<file path="src/rtl/tm_pkg.sv">
// Package: shared types for the Turing machine engine.
// Assumes a binary alphabet and four working states plus Halt.
package tm_pkg;
    localparam int RULE_W   = 5;
    localparam int RULE_CNT = 8;
    localparam int IDX_W    = 3;

    localparam logic [2:0] ST_A    = 3'd0;
    localparam logic [2:0] ST_HALT = 3'b100;

    // Rule word: {next state, write bit, direction (1 = higher square)}
    typedef struct packed {
        logic [2:0] nxt;
        logic       wr;
        logic       dir;
    } tm_rule_t;

    typedef enum logic [1:0] {
        STOP_NONE  = 2'd0,
        STOP_HALT  = 2'd1,
        STOP_EDGE  = 2'd2,
        STOP_LIMIT = 2'd3
    } tm_stop_e;
endpackage

</file>
<file path="src/rtl/tm_rule_table.sv">
// Module: tm_rule_table
// Holds the eight transition rules and returns the rule selected by the
// engine's lookup index combinationally. Host writes land only while the
// engine is idle. Assumes the index is {state[1:0], read symbol}.
module tm_rule_table
    import tm_pkg::*;
(
    input  logic             clk,
    input  logic             rst_n,
    input  logic             busy,
    input  logic             host_we,
    input  logic [IDX_W-1:0] host_addr,
    input  tm_rule_t         host_data,
    input  logic [IDX_W-1:0] look_idx,
    output tm_rule_t         look_rule
);
    tm_rule_t                    ent [RULE_CNT];
    logic [RULE_CNT*RULE_W-1:0]  ent_flat;

    // Rule storage: cleared on reset, written by the host only when idle
    always_ff @(posedge clk) begin
        if (!rst_n) begin
            for (int i = 0; i < RULE_CNT; i++) ent[i] <= '0;
        end else if (host_we && !busy) begin
            ent[host_addr] <= host_data;
        end
    end

    // Lookup for the engine
    always_comb look_rule = ent[look_idx];

    // Flattened view of the table, used by the guard below
    generate
        for (genvar g = 0; g < RULE_CNT; g++) begin : g_flat
            assign ent_flat[g*RULE_W +: RULE_W] = ent[g];
        end
    endgenerate

    // table contents never change while a run is in progress
    a_r9_table_frozen: assert property (@(posedge clk) disable iff (!rst_n)
        busy |=> $stable(ent_flat));
endmodule

</file>
<file path="src/rtl/tm_tape.sv">
// Module: tm_tape
// The tape: a row of TAPE_LEN one-bit squares with an engine port (read of
// the scanned square, one write per step) and a host port (write while idle,
// read at any time). Assumes TAPE_LEN is a power of two.
module tm_tape #(
    parameter int TAPE_LEN = 64,
    localparam int HEAD_W  = $clog2(TAPE_LEN)
) (
    input  logic              clk,
    input  logic              rst_n,
    input  logic              busy,
    input  logic              eng_we,
    input  logic [HEAD_W-1:0] eng_addr,
    input  logic              eng_bit,
    output logic              eng_rd,
    input  logic              host_we,
    input  logic [HEAD_W-1:0] host_addr,
    input  logic              host_wdata,
    output logic              host_rdata
);
    logic [TAPE_LEN-1:0] sq;
    logic                chk_arm;
    logic [HEAD_W-1:0]   chk_addr;
    logic                chk_old;

    // Square storage: blank on reset; engine writes while busy, host while idle
    always_ff @(posedge clk) begin
        if (!rst_n) begin
            sq <= '0;
        end else if (eng_we) begin
            sq[eng_addr] <= eng_bit;
        end else if (host_we && !busy) begin
            sq[host_addr] <= host_wdata;
        end
    end

    // Read ports
    always_comb begin
        eng_rd     = sq[eng_addr];
        host_rdata = sq[host_addr];
    end

    // Guard bookkeeping: remember a host write attempted during a run
    always_ff @(posedge clk) begin
        if (!rst_n) begin
            chk_arm  <= 1'b0;
            chk_addr <= '0;
            chk_old  <= 1'b0;
        end else begin
            chk_arm  <= busy && host_we && !(eng_we && eng_addr == host_addr);
            chk_addr <= host_addr;
            chk_old  <= sq[host_addr];
        end
    end

    // a host write issued while busy leaves its square untouched
    always_ff @(posedge clk) begin
        if (rst_n && chk_arm) begin
            a_r9_tape_locked: assert (sq[chk_addr] == chk_old);
        end
    end
endmodule

</file>
<file path="src/rtl/tm_control.sv">
// Module: tm_control
// Finite control of the engine: run/stop sequencing, head position, present
// state and step counter. One full machine step per busy cycle using the
// rule handed in by the table. Assumes the scanned bit is read combinationally.
module tm_control
    import tm_pkg::*;
#(
    parameter int TAPE_LEN = 64,
    parameter int CNT_W    = 16,
    localparam int HEAD_W  = $clog2(TAPE_LEN)
) (
    input  logic              clk,
    input  logic              rst_n,
    input  logic              start,
    input  logic [HEAD_W-1:0] start_head,
    input  logic [CNT_W-1:0]  step_limit,
    input  logic              rd_bit,
    input  tm_rule_t          rule,
    output logic [IDX_W-1:0]  look_idx,
    output logic              eng_we,
    output logic              eng_bit,
    output logic              busy,
    output logic              done,
    output logic [1:0]        reason,
    output logic [HEAD_W-1:0] head,
    output logic [2:0]        state,
    output logic [CNT_W-1:0]  step_count
);
    localparam logic [HEAD_W-1:0] LAST_SQ = HEAD_W'(TAPE_LEN - 1);

    logic [CNT_W-1:0] limit_q;
    logic             limit_hit;
    logic             edge_hit;
    logic             to_halt;

    // Step decode: rule index, budget and edge conditions, engine write
    always_comb begin
        look_idx  = {state[1:0], rd_bit};
        limit_hit = (step_count == limit_q);
        edge_hit  = rule.dir ? (head == LAST_SQ) : (head == '0);
        to_halt   = rule.nxt[2];
        eng_we    = busy && !limit_hit;
        eng_bit   = rule.wr;
    end

    // Run sequencing and machine step
    always_ff @(posedge clk) begin
        if (!rst_n) begin
            busy       <= 1'b0;
            done       <= 1'b0;
            reason     <= STOP_NONE;
            head       <= '0;
            state      <= ST_A;
            step_count <= '0;
            limit_q    <= '0;
        end else if (!busy) begin
            if (start) begin
                busy       <= 1'b1;
                done       <= 1'b0;
                reason     <= STOP_NONE;
                head       <= start_head;
                state      <= ST_A;
                step_count <= '0;
                limit_q    <= step_limit;
            end
        end else if (limit_hit) begin
            busy   <= 1'b0;
            done   <= 1'b1;
            reason <= STOP_LIMIT;
        end else begin
            step_count <= step_count + 1'b1;
            if (edge_hit) begin
                busy   <= 1'b0;
                done   <= 1'b1;
                reason <= STOP_EDGE;
            end else begin
                head  <= rule.dir ? head + 1'b1 : head - 1'b1;
                state <= to_halt ? ST_HALT : rule.nxt;
                if (to_halt) begin
                    busy   <= 1'b0;
                    done   <= 1'b1;
                    reason <= STOP_HALT;
                end
            end
        end
    end

    // each executed step advances the count by one
    a_r3_count_advances: assert property (@(posedge clk) disable iff (!rst_n)
        busy && !limit_hit |=> step_count == $past(step_count) + 1'b1);

    // the head moves exactly one square on an in-range step
    a_r3_head_one_square: assert property (@(posedge clk) disable iff (!rst_n)
        busy && !limit_hit && !edge_hit |=>
            (head == $past(head) + 1'b1) || (head == $past(head) - 1'b1));

    // a halting rule ends the run in the Halt state
    a_r6_halt_stop: assert property (@(posedge clk) disable iff (!rst_n)
        busy && !limit_hit && !edge_hit && to_halt |=>
            done && reason == STOP_HALT && state == ST_HALT);

    // stepping off the tape keeps the head on the edge square
    a_r7_edge_stop: assert property (@(posedge clk) disable iff (!rst_n)
        busy && !limit_hit && edge_hit |=>
            done && reason == STOP_EDGE && $stable(head) && $stable(state));

    // the count never passes the captured budget
    a_r8_within_limit: assert property (@(posedge clk) disable iff (!rst_n)
        busy |-> step_count <= limit_q);

    // running and finished are exclusive
    a_r10_exclusive: assert property (@(posedge clk) disable iff (!rst_n)
        !(busy && done));

    // results hold after a stop until the next start
    a_r10_results_held: assert property (@(posedge clk) disable iff (!rst_n)
        done && !start |=> done && $stable(step_count) && $stable(head)
            && $stable(reason) && $stable(state));
endmodule

</file>
<file path="src/rtl/tm_engine.sv">
// Module: tm_engine (top)
// Single-tape binary Turing machine: rule table, tape and finite control
// wired together. Host programs table and tape while idle, then pulses start.
// Assumes TAPE_LEN is a power of two.
module tm_engine
    import tm_pkg::*;
#(
    parameter int TAPE_LEN = 64,
    parameter int CNT_W    = 16,
    localparam int HEAD_W  = $clog2(TAPE_LEN)
) (
    input  logic              clk,
    input  logic              rst_n,
    input  logic              tbl_we,
    input  logic [2:0]        tbl_addr,
    input  logic [4:0]        tbl_data,
    input  logic              tape_we,
    input  logic [HEAD_W-1:0] tape_addr,
    input  logic              tape_wdata,
    output logic              tape_rdata,
    input  logic              start,
    input  logic [HEAD_W-1:0] start_head,
    input  logic [CNT_W-1:0]  step_limit,
    output logic              busy,
    output logic              done,
    output logic [1:0]        stop_reason,
    output logic [CNT_W-1:0]  step_count,
    output logic [HEAD_W-1:0] head_pos,
    output logic [2:0]        cur_state
);
    tm_rule_t          rule_w;
    logic [IDX_W-1:0]  idx_w;
    logic              rd_w;
    logic              eng_we_w;
    logic              eng_bit_w;

    tm_rule_table u_table (
        .clk       (clk),
        .rst_n     (rst_n),
        .busy      (busy),
        .host_we   (tbl_we),
        .host_addr (tbl_addr),
        .host_data (tm_rule_t'(tbl_data)),
        .look_idx  (idx_w),
        .look_rule (rule_w)
    );

    tm_tape #(.TAPE_LEN(TAPE_LEN)) u_tape (
        .clk        (clk),
        .rst_n      (rst_n),
        .busy       (busy),
        .eng_we     (eng_we_w),
        .eng_addr   (head_pos),
        .eng_bit    (eng_bit_w),
        .eng_rd     (rd_w),
        .host_we    (tape_we),
        .host_addr  (tape_addr),
        .host_wdata (tape_wdata),
        .host_rdata (tape_rdata)
    );

    tm_control #(.TAPE_LEN(TAPE_LEN), .CNT_W(CNT_W)) u_ctrl (
        .clk        (clk),
        .rst_n      (rst_n),
        .start      (start),
        .start_head (start_head),
        .step_limit (step_limit),
        .rd_bit     (rd_w),
        .rule       (rule_w),
        .look_idx   (idx_w),
        .eng_we     (eng_we_w),
        .eng_bit    (eng_bit_w),
        .busy       (busy),
        .done       (done),
        .reason     (stop_reason),
        .head       (head_pos),
        .state      (cur_state),
        .step_count (step_count)
    );
endmodule

</file>
<file path="config.mk">
export PLATFORM = sky130hd
export DESIGN_NAME = tm_engine
export DESIGN_NICKNAME = d
export VERILOG_FILES = /design/src/rtl/tm_pkg.sv /design/src/rtl/tm_rule_table.sv /design/src/rtl/tm_tape.sv /design/src/rtl/tm_control.sv /design/src/rtl/tm_engine.sv
export SDC_FILE = /design/constraint.sdc
export NUM_CORES = 1
export LEC_CHECK = 0
export BUFFER_PORTS_ARGS = -buffer_cell sky130_fd_sc_hd__buf_2
export CORE_ASPECT_RATIO = 1.25
export CORE_MARGIN = 2
export CORE_UTILIZATION = 35
export DETAILED_ROUTE_END_ITERATION = 6
export GPL_TIMING_DRIVEN = 1
export HOLD_SLACK_MARGIN = 0.08
export PLACE_DENSITY_LB_ADDON = 0.25
export SLEW_MARGIN = 0
export SYNTH_ARGS = -nofsm -noshare
export SYNTH_HDL_FRONTEND = slang
export SYNTH_SLANG_ARGS = --single-unit
</file>
<file path="constraint.sdc">
create_clock -name clk -period 5.25 [get_ports clk]
set_input_delay 0.7875 -clock clk [delete_from_list [all_inputs] [get_ports clk]]
set_output_delay 0.7875 -clock clk [all_outputs]
set_load 0.02 [all_outputs]
</file>
==> impl_metrics.py <==
metrics = {
    "critical_path": {
        "critPathLaunch": "u_ctrl.head[2]",
        "timing.critical_path.buf_inv": 2,
        "cp_max_fo": 29,
        "cp_cell_sequence": "clkinv_1, a311oi_1, o22a_1, o22ai_1, nor4b_4, buf_4, mux4_2, nor2_1, nand2_1, a31oi_1",
        "r2r-start": "u_ctrl.head[2]",
        "worstSetupPathType": "reg -> reg",
        "cp_top_family": "simple AND/OR/NAND/NOR gates",
        "slowest_delay_ps": 820,
        "critPathSlowestCell": "mux4_2",
        "critical_path_arrival_ps": 4670,
        "cp-end-kind": "register",
        "critical_path_required_ps": 5610,
        "worstSetupStartpointType": "register",
    },
    "clock_network": {
        "cts_buffer_depth": 2,
        "cts_tree": "yes",
        "post_cts_resized": 0,
        "clock_sinks": 149,
        "htreeDepth": 4,
        "cts_made_buffers": 17,
        "clock_latency_ps": 440,
        "clk_pin_slew_worst_paths_ps": 60,
        "cts_setup_buffers": 0,
        "ctsHoldBuffers": 0,
        "cts-root-buf": "clkbuf_16",
    },
    "sta": {
        "rsz0062_at_grt": "no",
        "max_freq_ghz": 0.232,
        "hold_violations": 0,
        "worstMarginPinSlew_ps": 1020,
        "slew_headroom_pct": 31.9,
        "maxSlewViolCount": 0,
        "finalSetupViolCount": 0,
        "setup_tns_ps": 0,
        "fin_crit_ps": 4310,
        "min_period_over_period_pct": 82.0,
        "clock_skew_ps": 9.88,
    },
    "synth": {
        "syn_nets": 1135,
        "yosysWarningCount": 0,
        "synth.yosys.seq_area_share_pct": 36.8,
        "syn_area_sq_um": 9190,
        "avgSynthCellArea_sq_um": 8.43,
        "synth.distinct_cells": 71,
        "syn-instance-count": 1091,
        "synth_edf_count": 40,
        "synth_seq_cells": 149,
        "ys.flop_type": "dfxtp_1",
        "async_flop_share_pct": 0,
    },
    "route": {
        "drtAntennaViolNets": 0,
        "drt-wirelength-per-cell_um": 22.7,
        "dr.pass1.iters": 6,
        "routed_wl_um": 33400,
        "vias": 8962,
        "drt_iter0_markers": 1031,
        "drcViolationCount": 0,
        "vias_per_cell": 6.08,
    },
    "floorplanning": {
        "rows": 66,
        "io_pins": 72,
        "core_region_area_sq_um": 25900,
        "initial_core_util_pct": 35.5,
        "die_h_um": 185,
        "die-area_sq_um": 27600,
        "die_width_um": 149,
    },
    "grt": {
        "grtUsageTotal_pct": 24.2,
        "grtUsageMet1_pct": 30.2,
        "met2_usage_pct": 38.4,
        "grt_overflow": 0,
        "grt_pass1_wl_um": 50300,
        "grt_max_degree": 67,
        "antenna_found_initial": 0,
        "busiest_layer": "met2",
        "use_met3_pct": 4.36,
        "grt_pass1_vias": 8291,
    },
    "place": {
        "io_buffers": 71,
        "place.gp.congestion": 1.02,
        "post-place-cells": 1442,
        "dpl.hpwl_um": 23700,
    },
    "finish": {
        "nets": 1165,
        "fin_cells": 1474,
        "utilization_pct": 39.8,
        "areaGrowthSynthToFinish_pct": 12.1,
        "n_antenna_cell": 0,
        "drive_gt1_share_pct": 16.0,
    },
    "min_path": {
        "worstHoldPathType": "reg -> reg",
        "hold_start": "u_ctrl.limit_q[10]",
    },
    "power_and_ir_drop": {
        "p_per_area_nw_per_um2": 291,
        "ir_worst_vdd_uv": 244,
        "finalPower_mw": 3.01,
        "p_leak_nw": 3.52,
    },
    "outcome": {
        "status": "finished clean",
    },
    "flow_run": {
        "max_cap_viol_count": 0,
    },
}
==> tightest hold or removal path: stages (launching register included) <==
cell and delay (ps):
dfxtp_1 320, nand2_1 50, a21oi_1 50
==> cell usage in the layout (no fill, tap or decap), drive strengths merged, types with 14 or more instances in the layout <==
cell type	n
a21oi	107
a22oi	25
a31oi	29
and2	49
buf	90
clkbuf	18
dfxtp	109
edfxtp	40
mux2	20
mux2i	56
mux4	14
nand2	147
nand2b	14
nand3	20
nor2	105
nor3	25
o21ai	29
o22ai	31
or3	16
xor2	19
==> registers in the layout (all words and copies together) (netlist names) <==
register and count:
u_tape.sq 64, u_ctrl.limit_q 16, u_ctrl.busy 1, u_table.ent 40, u_ctrl.step_count 16, u_ctrl.state 3, u_ctrl.head 6, u_ctrl.done 1
u_ctrl.reason 2
==> stage by stage <==
stage	hold slack, ps	area (sq um)	setup WS [ps]
finish	469	10300	944
global route	481	10300	741
CTS	471	10300	998
detailed placement	462	9780	1020
global placement	454	9780	1090
floorplan	448	9190	1750
==> power by group <==
part / leakage [nW] / switching, mW / internal, mW / total [mW]
Clock: 0.233 / 0.532 / 0.604 / 1.14
Sequential: 1.30 / 0.0562 / 1.21 / 1.27
Combinational: 1.99 / 0.408 / 0.190 / 0.598
==> cell usage after synthesis, types with 12 or more instances <==
library cell  count  area [sq um]
mux2_2           17           191
nand2b_1         14          87.6
a31oi_1          29           181
or3_1            16           100
nor2_1          100           375
nand2_1         147           552
a22oi_1          25           188
and2_1           49           307
dfxtp_1         109          2180
mux2i_1          56           561
nand3_1          20           100
o21ai_0          29           145
xor2_1           19           166
clkbuf_1         59           221
and3_1           12          75.1
a21oi_1         107           536
o22ai_1          31           194
edfxtp_1         40          1200
mux4_2           14           315
nor3_1           24           120
==> layout make-up <==
class / count / area, sq um
Clock buffer: 18 / 429
Clock inverter: 14 / 105
Fill cell: 2711 / 15600
Inverter: 5 / 20.0
Multi-Input combinational cell: 858 / 5450
Sequential cell: 149 / 3380
Tap cell: 340 / 425
Timing Repair Buffer: 90 / 498
==> per-layer routing <==
metal	wire length (um)	share of wire, %
met5	0	0
met3	2460	7.4
met1	13300	40
met4	2190	6.6
met2	15500	46
==> cells by family (layout without fill, tap and decap cells) <==
kind of cell,Yosys count,after routing,share of synthesized area [%]
adder cells (fa/ha/maj),2,2,0.272
AO/OA/AOI/OAI,304,304,21.5
XOR/XNOR,20,20,1.91
buffers and inverters,84,127,3.97
flip-flops,149,149,36.8
AND/OR/NAND/NOR,442,442,23.6
multiplexers,90,90,12.0
==> final timing paths <==
| kind | slack [ps] | cells after the start | to |
|---|---|---|---|
| max | 940 | 10 | u_tape.sq[16] |
| min | 470 | 2 | u_ctrl.limit_q[10] |
| max reg2reg | 940 | 10 | u_tape.sq[16] |
| min reg2reg | 470 | 2 | u_ctrl.limit_q[10] |
Power figures use the tool's default switching activity.
